File: src/rtl/ac97_cmd_pkg.sv
package ac97_cmd_pkg;
  localparam int SLOT_W  = 20;
  localparam int CADDR_W = 7;
  localparam int CDATA_W = 16;
  localparam int CODEC_W = 2;
  localparam int BADDR_W = 3;
  localparam int RDFLAG_BIT = SLOT_W - 1;
  localparam int CADDR_LSB  = 12;
  localparam int CDATA_LSB  = 4;

  typedef enum logic [BADDR_W-1:0] {
    RA_CTRL = 3'd0,
    RA_TX1  = 3'd1,
    RA_TX2  = 3'd2,
    RA_RX1  = 3'd3,
    RA_RX2  = 3'd4,
    RA_STAT = 3'd5,
    RA_RES  = 3'd6
  } reg_addr_e;

  typedef struct packed {
    logic [CODEC_W-1:0] codec;
    logic               rx2_en;
    logic               rx1_en;
    logic               tx2_en;
    logic               tx1_en;
  } ctrl_t;
endpackage

File: src/rtl/ac97_frame_timer.sv
module ac97_frame_timer #(
  parameter int FRAME_LEN = 256
) (
  input  logic clk,
  input  logic rst_n,
  output logic fire_o
);
  localparam int CNT_W = (FRAME_LEN > 1) ? $clog2(FRAME_LEN) : 1;
  localparam logic [CNT_W-1:0] LAST = CNT_W'(FRAME_LEN - 1);

  logic [CNT_W-1:0] cnt_q, cnt_d;

  always_comb begin
    cnt_d = cnt_q + 1'b1;
    if (cnt_q == LAST) cnt_d = '0;
  end

  always_ff @(posedge clk or negedge rst_n) begin
    if (!rst_n) cnt_q <= '0;
    else        cnt_q <= cnt_d;
  end

  assign fire_o = (cnt_q == LAST);

  // boundary is followed by a restart of the count
  p_wrap_r2: assert property (@(posedge clk) disable iff (!rst_n)
    fire_o |=> (cnt_q == '0));
endmodule

File: src/rtl/ac97_cmd_tx.sv
module ac97_cmd_tx
  import ac97_cmd_pkg::*;
(
  input  logic              clk,
  input  logic              rst_n,
  input  logic              fire_i,
  input  ctrl_t             ctrl_i,
  input  logic              wr_tx1_i,
  input  logic              wr_tx2_i,
  input  logic [SLOT_W-1:0] wdata_i,
  output logic              tx1_busy_o,
  output logic              tx2_busy_o,
  output logic [SLOT_W-1:0] tx1_word_o,
  output logic [SLOT_W-1:0] tx2_word_o,
  output logic              drop_o,
  output logic              rd_load_o,
  output logic [CADDR_W-1:0] rd_addr_o,
  output logic              tx_frame_o,
  output logic [CODEC_W-1:0] tx_codec_o,
  output logic              tx_sl1_vld_o,
  output logic [SLOT_W-1:0] tx_sl1_o,
  output logic              tx_sl2_vld_o,
  output logic [SLOT_W-1:0] tx_sl2_o
);
  logic [SLOT_W-1:0] tx1_q, tx1_d, tx2_q, tx2_d;
  logic              b1_q, b1_d, b2_q, b2_d;
  logic              acc1, acc2, send1, send2;
  logic              frm_q, v1_q, v2_q;
  logic [SLOT_W-1:0] o1_q, o1_d, o2_q, o2_d;
  logic [CODEC_W-1:0] cod_q;

  always_comb begin
    acc1  = wr_tx1_i && !b1_q;
    acc2  = wr_tx2_i && !b2_q;
    send1 = fire_i && b1_q && ctrl_i.tx1_en;
    send2 = send1 && b2_q && ctrl_i.tx2_en;
    tx1_d = acc1 ? wdata_i : tx1_q;
    tx2_d = acc2 ? wdata_i : tx2_q;
    b1_d  = b1_q;
    b2_d  = b2_q;
    if (send1) b1_d = 1'b0;
    if (send2) b2_d = 1'b0;
    if (acc1)  b1_d = 1'b1;
    if (acc2)  b2_d = 1'b1;
    o1_d  = send1 ? tx1_q : '0;
    o2_d  = send2 ? tx2_q : '0;
  end

  always_ff @(posedge clk or negedge rst_n) begin
    if (!rst_n) begin
      tx1_q <= '0;
      tx2_q <= '0;
      b1_q  <= 1'b0;
      b2_q  <= 1'b0;
    end else begin
      tx1_q <= tx1_d;
      tx2_q <= tx2_d;
      b1_q  <= b1_d;
      b2_q  <= b2_d;
    end
  end

  always_ff @(posedge clk or negedge rst_n) begin
    if (!rst_n) begin
      frm_q <= 1'b0;
      v1_q  <= 1'b0;
      v2_q  <= 1'b0;
      o1_q  <= '0;
      o2_q  <= '0;
      cod_q <= '0;
    end else begin
      frm_q <= fire_i;
      v1_q  <= send1;
      v2_q  <= send2;
      if (fire_i) begin
        o1_q  <= o1_d;
        o2_q  <= o2_d;
        cod_q <= ctrl_i.codec;
      end
    end
  end

  assign tx1_busy_o   = b1_q;
  assign tx2_busy_o   = b2_q;
  assign tx1_word_o   = tx1_q;
  assign tx2_word_o   = tx2_q;
  assign drop_o       = (wr_tx1_i && b1_q) || (wr_tx2_i && b2_q);
  assign rd_load_o    = acc1 && wdata_i[RDFLAG_BIT];
  assign rd_addr_o    = wdata_i[CADDR_LSB +: CADDR_W];
  assign tx_frame_o   = frm_q;
  assign tx_codec_o   = cod_q;
  assign tx_sl1_vld_o = v1_q;
  assign tx_sl1_o     = o1_q;
  assign tx_sl2_vld_o = v2_q;
  assign tx_sl2_o     = o2_q;

  p_ignore_busy_r6: assert property (@(posedge clk) disable iff (!rst_n)
    (wr_tx1_i && b1_q) |=> $stable(tx1_q));
  p_slot2_needs_slot1_r3: assert property (@(posedge clk) disable iff (!rst_n)
    tx_sl2_vld_o |-> tx_sl1_vld_o);
  p_slot_in_frame_r2: assert property (@(posedge clk) disable iff (!rst_n)
    (tx_sl1_vld_o || tx_sl2_vld_o) |-> tx_frame_o);
  p_busy_clears_r4: assert property (@(posedge clk) disable iff (!rst_n)
    tx_sl1_vld_o |-> !b1_q);
  p_gate_tx_r7: assert property (@(posedge clk) disable iff (!rst_n)
    (fire_i && !ctrl_i.tx1_en) |=> !tx_sl1_vld_o);
endmodule

File: src/rtl/ac97_stat_rx.sv
module ac97_stat_rx
  import ac97_cmd_pkg::*;
(
  input  logic               clk,
  input  logic               rst_n,
  input  ctrl_t              ctrl_i,
  input  logic               rx_frame_i,
  input  logic [CODEC_W-1:0] rx_codec_i,
  input  logic               rx_sl1_vld_i,
  input  logic [SLOT_W-1:0]  rx_slot1_i,
  input  logic               rx_sl2_vld_i,
  input  logic [SLOT_W-1:0]  rx_slot2_i,
  input  logic               rd_rx1_i,
  input  logic               rd_rx2_i,
  input  logic               rd_res_i,
  input  logic               rd_load_i,
  input  logic [CADDR_W-1:0] rd_addr_i,
  output logic [SLOT_W-1:0]  rx1_word_o,
  output logic [SLOT_W-1:0]  rx2_word_o,
  output logic               rx1_vld_o,
  output logic               rx2_vld_o,
  output logic [SLOT_W-1:0]  result_o
);
  logic [SLOT_W-1:0]  r1_q, r1_d, r2_q, r2_d;
  logic               v1_q, v1_d, v2_q, v2_d;
  logic [CADDR_W-1:0] ra_q, ra_d;
  logic               ours, cap1, cap2, match;

  always_comb begin
    ours = rx_frame_i && (rx_codec_i == ctrl_i.codec);
    cap1 = ours && rx_sl1_vld_i && ctrl_i.rx1_en;
    cap2 = ours && rx_sl2_vld_i && ctrl_i.rx2_en;
    r1_d = cap1 ? rx_slot1_i : r1_q;
    r2_d = cap2 ? rx_slot2_i : r2_q;
    v1_d = v1_q;
    v2_d = v2_q;
    if (rd_rx1_i || rd_res_i) v1_d = 1'b0;
    if (rd_rx2_i || rd_res_i) v2_d = 1'b0;
    if (cap1) v1_d = 1'b1;
    if (cap2) v2_d = 1'b1;
    ra_d = rd_load_i ? rd_addr_i : ra_q;
    match = (r1_q[CADDR_LSB +: CADDR_W] == ra_q);
    result_o = '0;
    if (match) result_o[CDATA_W-1:0] = r2_q[CDATA_LSB +: CDATA_W];
    else       result_o[CDATA_W-1:0] = '1;
  end

  always_ff @(posedge clk or negedge rst_n) begin
    if (!rst_n) begin
      r1_q <= '0;
      r2_q <= '0;
      v1_q <= 1'b0;
      v2_q <= 1'b0;
      ra_q <= '0;
    end else begin
      r1_q <= r1_d;
      r2_q <= r2_d;
      v1_q <= v1_d;
      v2_q <= v2_d;
      ra_q <= ra_d;
    end
  end

  assign rx1_word_o = r1_q;
  assign rx2_word_o = r2_q;
  assign rx1_vld_o  = v1_q;
  assign rx2_vld_o  = v2_q;

  p_capture_sets_r8: assert property (@(posedge clk) disable iff (!rst_n)
    (rx_frame_i && rx_codec_i == ctrl_i.codec && rx_sl1_vld_i && ctrl_i.rx1_en)
      |=> (v1_q && r1_q == $past(rx_slot1_i)));
  p_rx_gate_r9: assert property (@(posedge clk) disable iff (!rst_n)
    (!ctrl_i.rx2_en || rx_codec_i != ctrl_i.codec) |=> $stable(r2_q));
  p_res_clears_r10: assert property (@(posedge clk) disable iff (!rst_n)
    (rd_res_i && !rx_frame_i) |=> (!v1_q && !v2_q));
endmodule

File: src/rtl/ac97_cmd_port.sv
module ac97_cmd_port
  import ac97_cmd_pkg::*;
#(
  parameter int FRAME_LEN = 256
) (
  input  logic         clk,
  input  logic         rst_n,
  input  logic         bus_sel_i,
  input  logic         bus_we_i,
  input  logic [2:0]   bus_addr_i,
  input  logic [19:0]  bus_wdata_i,
  output logic [19:0]  bus_rdata_o,
  output logic         tx_frame_o,
  output logic [1:0]   tx_codec_o,
  output logic         tx_sl1_vld_o,
  output logic [19:0]  tx_sl1_o,
  output logic         tx_sl2_vld_o,
  output logic [19:0]  tx_sl2_o,
  input  logic         rx_frame_i,
  input  logic [1:0]   rx_codec_i,
  input  logic         rx_sl1_vld_i,
  input  logic [19:0]  rx_slot1_i,
  input  logic         rx_sl2_vld_i,
  input  logic [19:0]  rx_slot2_i
);
  localparam int CTRL_W  = $bits(ctrl_t);
  localparam int ERR_BIT = 4;

  ctrl_t ctrl_q, ctrl_d;
  logic  err_q, err_d;
  logic  wr, rd, wr_ctrl, wr_tx1, wr_tx2, wr_stat, rd_rx1, rd_rx2, rd_res;
  logic  fire, drop, rd_load, b1, b2, rv1, rv2;
  logic [CADDR_W-1:0] rd_addr;
  logic [SLOT_W-1:0]  tx1_w, tx2_w, rx1_w, rx2_w, res_w;

  always_comb begin
    wr      = bus_sel_i && bus_we_i;
    rd      = bus_sel_i && !bus_we_i;
    wr_ctrl = wr && (bus_addr_i == RA_CTRL);
    wr_tx1  = wr && (bus_addr_i == RA_TX1);
    wr_tx2  = wr && (bus_addr_i == RA_TX2);
    wr_stat = wr && (bus_addr_i == RA_STAT);
    rd_rx1  = rd && (bus_addr_i == RA_RX1);
    rd_rx2  = rd && (bus_addr_i == RA_RX2);
    rd_res  = rd && (bus_addr_i == RA_RES);
    ctrl_d  = wr_ctrl ? ctrl_t'(bus_wdata_i[CTRL_W-1:0]) : ctrl_q;
    err_d   = err_q;
    if (wr_stat && bus_wdata_i[ERR_BIT]) err_d = 1'b0;
    if (drop) err_d = 1'b1;
  end

  always_ff @(posedge clk or negedge rst_n) begin
    if (!rst_n) begin
      ctrl_q <= '0;
      err_q  <= 1'b0;
    end else begin
      ctrl_q <= ctrl_d;
      err_q  <= err_d;
    end
  end

  ac97_frame_timer #(.FRAME_LEN(FRAME_LEN)) u_timer (
    .clk(clk), .rst_n(rst_n), .fire_o(fire));

  ac97_cmd_tx u_tx (
    .clk(clk), .rst_n(rst_n), .fire_i(fire), .ctrl_i(ctrl_q),
    .wr_tx1_i(wr_tx1), .wr_tx2_i(wr_tx2), .wdata_i(bus_wdata_i),
    .tx1_busy_o(b1), .tx2_busy_o(b2), .tx1_word_o(tx1_w), .tx2_word_o(tx2_w),
    .drop_o(drop), .rd_load_o(rd_load), .rd_addr_o(rd_addr),
    .tx_frame_o(tx_frame_o), .tx_codec_o(tx_codec_o),
    .tx_sl1_vld_o(tx_sl1_vld_o), .tx_sl1_o(tx_sl1_o),
    .tx_sl2_vld_o(tx_sl2_vld_o), .tx_sl2_o(tx_sl2_o));

  ac97_stat_rx u_rx (
    .clk(clk), .rst_n(rst_n), .ctrl_i(ctrl_q),
    .rx_frame_i(rx_frame_i), .rx_codec_i(rx_codec_i),
    .rx_sl1_vld_i(rx_sl1_vld_i), .rx_slot1_i(rx_slot1_i),
    .rx_sl2_vld_i(rx_sl2_vld_i), .rx_slot2_i(rx_slot2_i),
    .rd_rx1_i(rd_rx1), .rd_rx2_i(rd_rx2), .rd_res_i(rd_res),
    .rd_load_i(rd_load), .rd_addr_i(rd_addr),
    .rx1_word_o(rx1_w), .rx2_word_o(rx2_w),
    .rx1_vld_o(rv1), .rx2_vld_o(rv2), .result_o(res_w));

  always_comb begin
    bus_rdata_o = '0;
    case (bus_addr_i)
      RA_CTRL: bus_rdata_o[CTRL_W-1:0] = ctrl_q;
      RA_TX1:  bus_rdata_o = tx1_w;
      RA_TX2:  bus_rdata_o = tx2_w;
      RA_RX1:  bus_rdata_o = rx1_w;
      RA_RX2:  bus_rdata_o = rx2_w;
      RA_STAT: bus_rdata_o[ERR_BIT:0] = {err_q, rv2, rv1, b2, b1};
      RA_RES:  bus_rdata_o = res_w;
      default: bus_rdata_o = '0;
    endcase
  end

  p_err_sticky_r6: assert property (@(posedge clk) disable iff (!rst_n)
    (err_q && !(wr_stat && bus_wdata_i[ERR_BIT])) |=> err_q);
  p_codec_out_r11: assert property (@(posedge clk) disable iff (!rst_n)
    (fire && !wr_ctrl) |=> (tx_codec_o == ctrl_q.codec));
endmodule

File: config.mk
export PLATFORM = sky130hd
export DESIGN_NAME = ac97_cmd_port
export DESIGN_NICKNAME = d
export VERILOG_FILES = /design/src/rtl/ac97_cmd_pkg.sv /design/src/rtl/ac97_frame_timer.sv /design/src/rtl/ac97_cmd_tx.sv /design/src/rtl/ac97_stat_rx.sv /design/src/rtl/ac97_cmd_port.sv
export SDC_FILE = /design/constraint.sdc
export NUM_CORES = 1
export LEC_CHECK = 0
export BUFFER_PORTS_ARGS = -buffer_cell sky130_fd_sc_hd__clkbuf_2
export CORE_MARGIN = 2
export CORE_UTILIZATION = 45
export CTS_BUF_LIST = sky130_fd_sc_hd__clkbuf_4
export CTS_CLUSTER_SIZE = 10
export DETAILED_ROUTE_END_ITERATION = 6
export GPL_ROUTABILITY_DRIVEN = 0
export PLACE_DENSITY = 0.78
export SLEW_MARGIN = 20
export SYNTH_ARGS = -nofsm -noshare
export SYNTH_HDL_FRONTEND = slang
export SYNTH_SLANG_ARGS = --single-unit
File: constraint.sdc
create_clock -name clk -period 3.65 [get_ports clk]
set_clock_uncertainty 0.1 [all_clocks]
set_input_delay 0.73 -clock clk [delete_from_list [all_inputs] [get_ports clk]]
set_output_delay 0.73 -clock clk [all_outputs]
set_load 0.05 [all_outputs]
==> flow_summary_export.csv <==
group,metric,value,unit
status,outcome,"finished clean",
sta,slew_viol_final,0,
power,pwr-share-clk,0.192,
clock_network,cts_tree,"done",
clock_network,htreeDepth,4,
clock_network,clk_pin_slew,0.12,ns
routing,wl_per_cell,20.6,um
worst_setup_path,path_max_fanout,10,
clock_network,cts_hold_buf,0,
clock_network,clock_path_buffers,2,
final_layout,area_delta_synth_final,21.9,%
power,p_int,3160,uW
global_route,grt-ovfl-total,0,
worst_setup_path,worstPathRequired,2.82,ns
sta,rsz0062_at_grt,"false",
sta,hold_violations,0,
routing,drt_iter0_markers,377,
floorplanning,rows,44,
worst_setup_path,worstSetupEndpointType,"primary output",
routing,vias,4790,
global_route,grt_pass1_wl,27000,um
yosys,async_reset_ff_frac,1.00,
power,p_seq_frac,0.506,
sta,slew_headroom,0.295,
yosys,synth_nets,567,
floorplanning,coreArea,14500,um2
sta,finalCritPeriodShare,0.860,
yosys,yosysTopAreaCellShare,0.565,
yosys,synth_flop_cell,"dfrtp_1",
floorplanning,die_h,126,um
power,power.static_leakage,0.00403,uW
clock_network,cts_root_buf,"clkbuf_4",
placed_design,hpwl,12600,um
final_layout,drive_gt1_frac,0.462,
final_layout,nets,714,
final_layout,multi_input_area,2730,um2
yosys,yosysMostFrequentCell,"dfrtp_1",
routing,dr.pass1.iters,5,
power,p_sw_frac,0.328,
sta,max_freq,0.318,GHz
yosys,ys_types,48,
worst_setup_path,critical_path_arrival,2.31,ns
final_layout,regArea,3780,um2
power,power.total,4710,uW
worst_setup_path,cp-start-kind,"primary input",
yosys,synth_top_cell_by_area,"dfrtp_1",
clock_network,cts_setup_buffers,0,
routing,drc_errors,0,
worst_hold_path,holdCritPathClass,"primary input to asynchronous set/reset pin",
flow_run,cap_violations,0,
worst_setup_path,crit_path_cell_trace,"clkbuf_2 > buf_4 > nor2b_1 > a22oi_1 > o211ai_1 > buf_12",
global_route,grt_pass1_vias,4732,
power,max-vdd-ir-drop,389,uV
yosys,ys_ff_latch,151,
worst_setup_path,critPathKind,"primary input to primary output",
routing,drt-total-wl,17200,um
clock_network,ctsResizeCount,0,
floorplanning,die_w,126,um
yosys,seq_area_frac_synth,0.565,
floorplanning,start_util,0.460,
floorplanning,io_pins,137,
power,comb_power_share,0.303,
power,p_per_area,578,nW/um2
routing,postRouteAntennaNets,0,
global_route,antenna_found_initial,0,
power,switchingPower,1540,uW
sta,period_needed,3.14,ns
yosys,postSynthCellCount,494,
final_layout,antennaDiodeCount,0,
sta,tns,0,ns
yosys,synth-edff-count,0,
worst_setup_path,worst_path_max_delay_cell,"o211ai_1",
clock_network,clkSinkCount,151,
placed_design,io_buffers,136,
clock_network,insertion_delay,0.56,ns
yosys,yosys-top-cells-count,"151 x dfrtp_1, 87 x mux2_2, 40 x a22o_1",
sta,worst_slew_pin_slew,1.05,ns
worst_setup_path,cp_slowest_stage_delay,0.41,ns
routing,vias_per_cell,5.72,
sta,setup_violations,0,
yosys,syn_area,6680,um2
global_route,grt_use_total,0.222,
yosys,synth_area_per_cell,13.5,um2
clock_network,cts_buffers,17,
global_route,grt_max_degree,80,
final_layout,fillers,1196,
yosys,netlist_top_cells_area,"dfrtp_1 57%, mux2_2 15%, a22o_1 5.2%",
floorplanning,dieArea,15800,um2
yosys,synth_warnings,0,
## cells in the final DEF (no fill, tap or decap), types with 3 or more instances in the layout
cell        n
mux2_4     19
a21oi_1     6
nand2_1    22
buf_12     20
mux2_2     87
o21ai_0    10
dfrtp_1   151
clkbuf_2  115
clkinv_1    5
nor2_1     17
clkinv_2    7
nand3_1     9
mux2i_1     9
a22oi_1    21
o211ai_1   13
a22o_1     40
inv_1       4
clkbuf_4   19
mux4_2      3
buf_4      23
xnor2_1    12
o31ai_1     3
nor2b_1     5
## path summary, 6_finish.rpt
check | start | to | slack [ns] | cells after the start
setup / recovery | bus_addr_i[2] | bus_rdata_o[13] | 0.51 | 6
hold / removal | rst_n | u_timer.cnt_q[4] | 0.1 | 1
setup reg to reg | u_timer.cnt_q[0] | u_tx.tx_sl2_o[15] | 0.86 | 6
hold reg to reg | u_timer.cnt_q[0] | u_timer.cnt_q[0] | 0.40 | 1
max in group asynchronous | rst_n | u_rx.rx1_word_o[15] | 2.44 | 2
min in group clk | rx_slot2_i[17] | u_rx.rx2_word_o[17] | 0.30 | 2
## power groups by stage
stage	Sequential, uW	Clock (uW)	Combinational (uW)
after global routing	2420	998	1510
after CTS	2360	928	1430
after detailed placement	2400	0	1420
after global placement	2380	0	1390
after floorplan	2280	0	908
final	2380	903	1420
## per-stage QoR
stage | instance area, um2 | utilization | instances | setup WS [ns] | hold slack [ns]
3_3_place_gp | 7920 | 0.545 | 806 | 0.583 | 0.336
2_1_floorplan | 6680 | - | 494 | 0.231 | 0.324
3_5_place_dp | 7920 | 0.545 | 806 | 0.529 | 0.385
6_report | 8150 | 0.561 | 838 | 0.510 | 0.0979
5_1_grt | 8150 | 0.561 | 838 | 0.447 | 0.105
4_1_cts | 8150 | 0.561 | 838 | 0.538 | 0.0843
## logic make-up (layout without fill, tap and decap cells)
group / count (synthesis) / in the layout / share of synthesized area
mux: 118 / 118 / 0.213
compound gates: 105 / 105 / 0.121
simple gates: 69 / 69 / 0.0533
flops: 151 / 151 / 0.565
buf+inv: 36 / 196 / 0.0273
fa+ha+maj: 1 / 1 / 0.00187
xor+xnor: 14 / 14 / 0.0183
## flip-flops by register name (all words and copies together) (netlist names)
signal             cells
u_tx.tx_sl2_o         20
err_q                  1
u_tx.tx_frame_o        1
u_rx.rx1_vld_o         1
u_tx.tx_sl1_o         20
u_tx.tx_codec_o        2
u_timer.cnt_q          8
ctrl_q                 6
u_tx.tx1_busy_o        1
u_tx.tx1_word_o       20
u_tx.tx2_word_o       20
u_tx.tx_sl2_vld_o      1
u_tx.tx_sl1_vld_o      1
u_rx.ra_q              7
u_tx.tx2_busy_o        1
u_rx.rx2_vld_o         1
u_rx.rx2_word_o       20
u_rx.rx1_word_o       20
## routing by layer
layer,GRT usage,vias up,routed length [um]
met4,0.0556,0,163
met1,0.322,2478,7820
met3,0.0450,12,949
met2,0.346,167,8310
li1,-,2133,-
met5,0,-,0
## area by class of cell
| cell class | instances | share of cell area |
|---|---|---|
| Tap cell | 184 | 0.0283 |
| Sequential cell | 151 | 0.464 |
| Multi-Input combinational cell | 307 | 0.335 |
| Clock buffer | 19 | 0.0175 |
| Inverter | 5 | 0.00230 |
| Timing Repair Buffer | 159 | 0.142 |
| Clock inverter | 13 | 0.0109 |
## critical path: cells and delay by family
kind	cells	cell delay (ns)
AO/OA/AOI/OAI	2	0.59
AND/OR/NAND/NOR	1	0.38
buffers and inverters	3	0.61
Power figures use the tool's default switching activity.
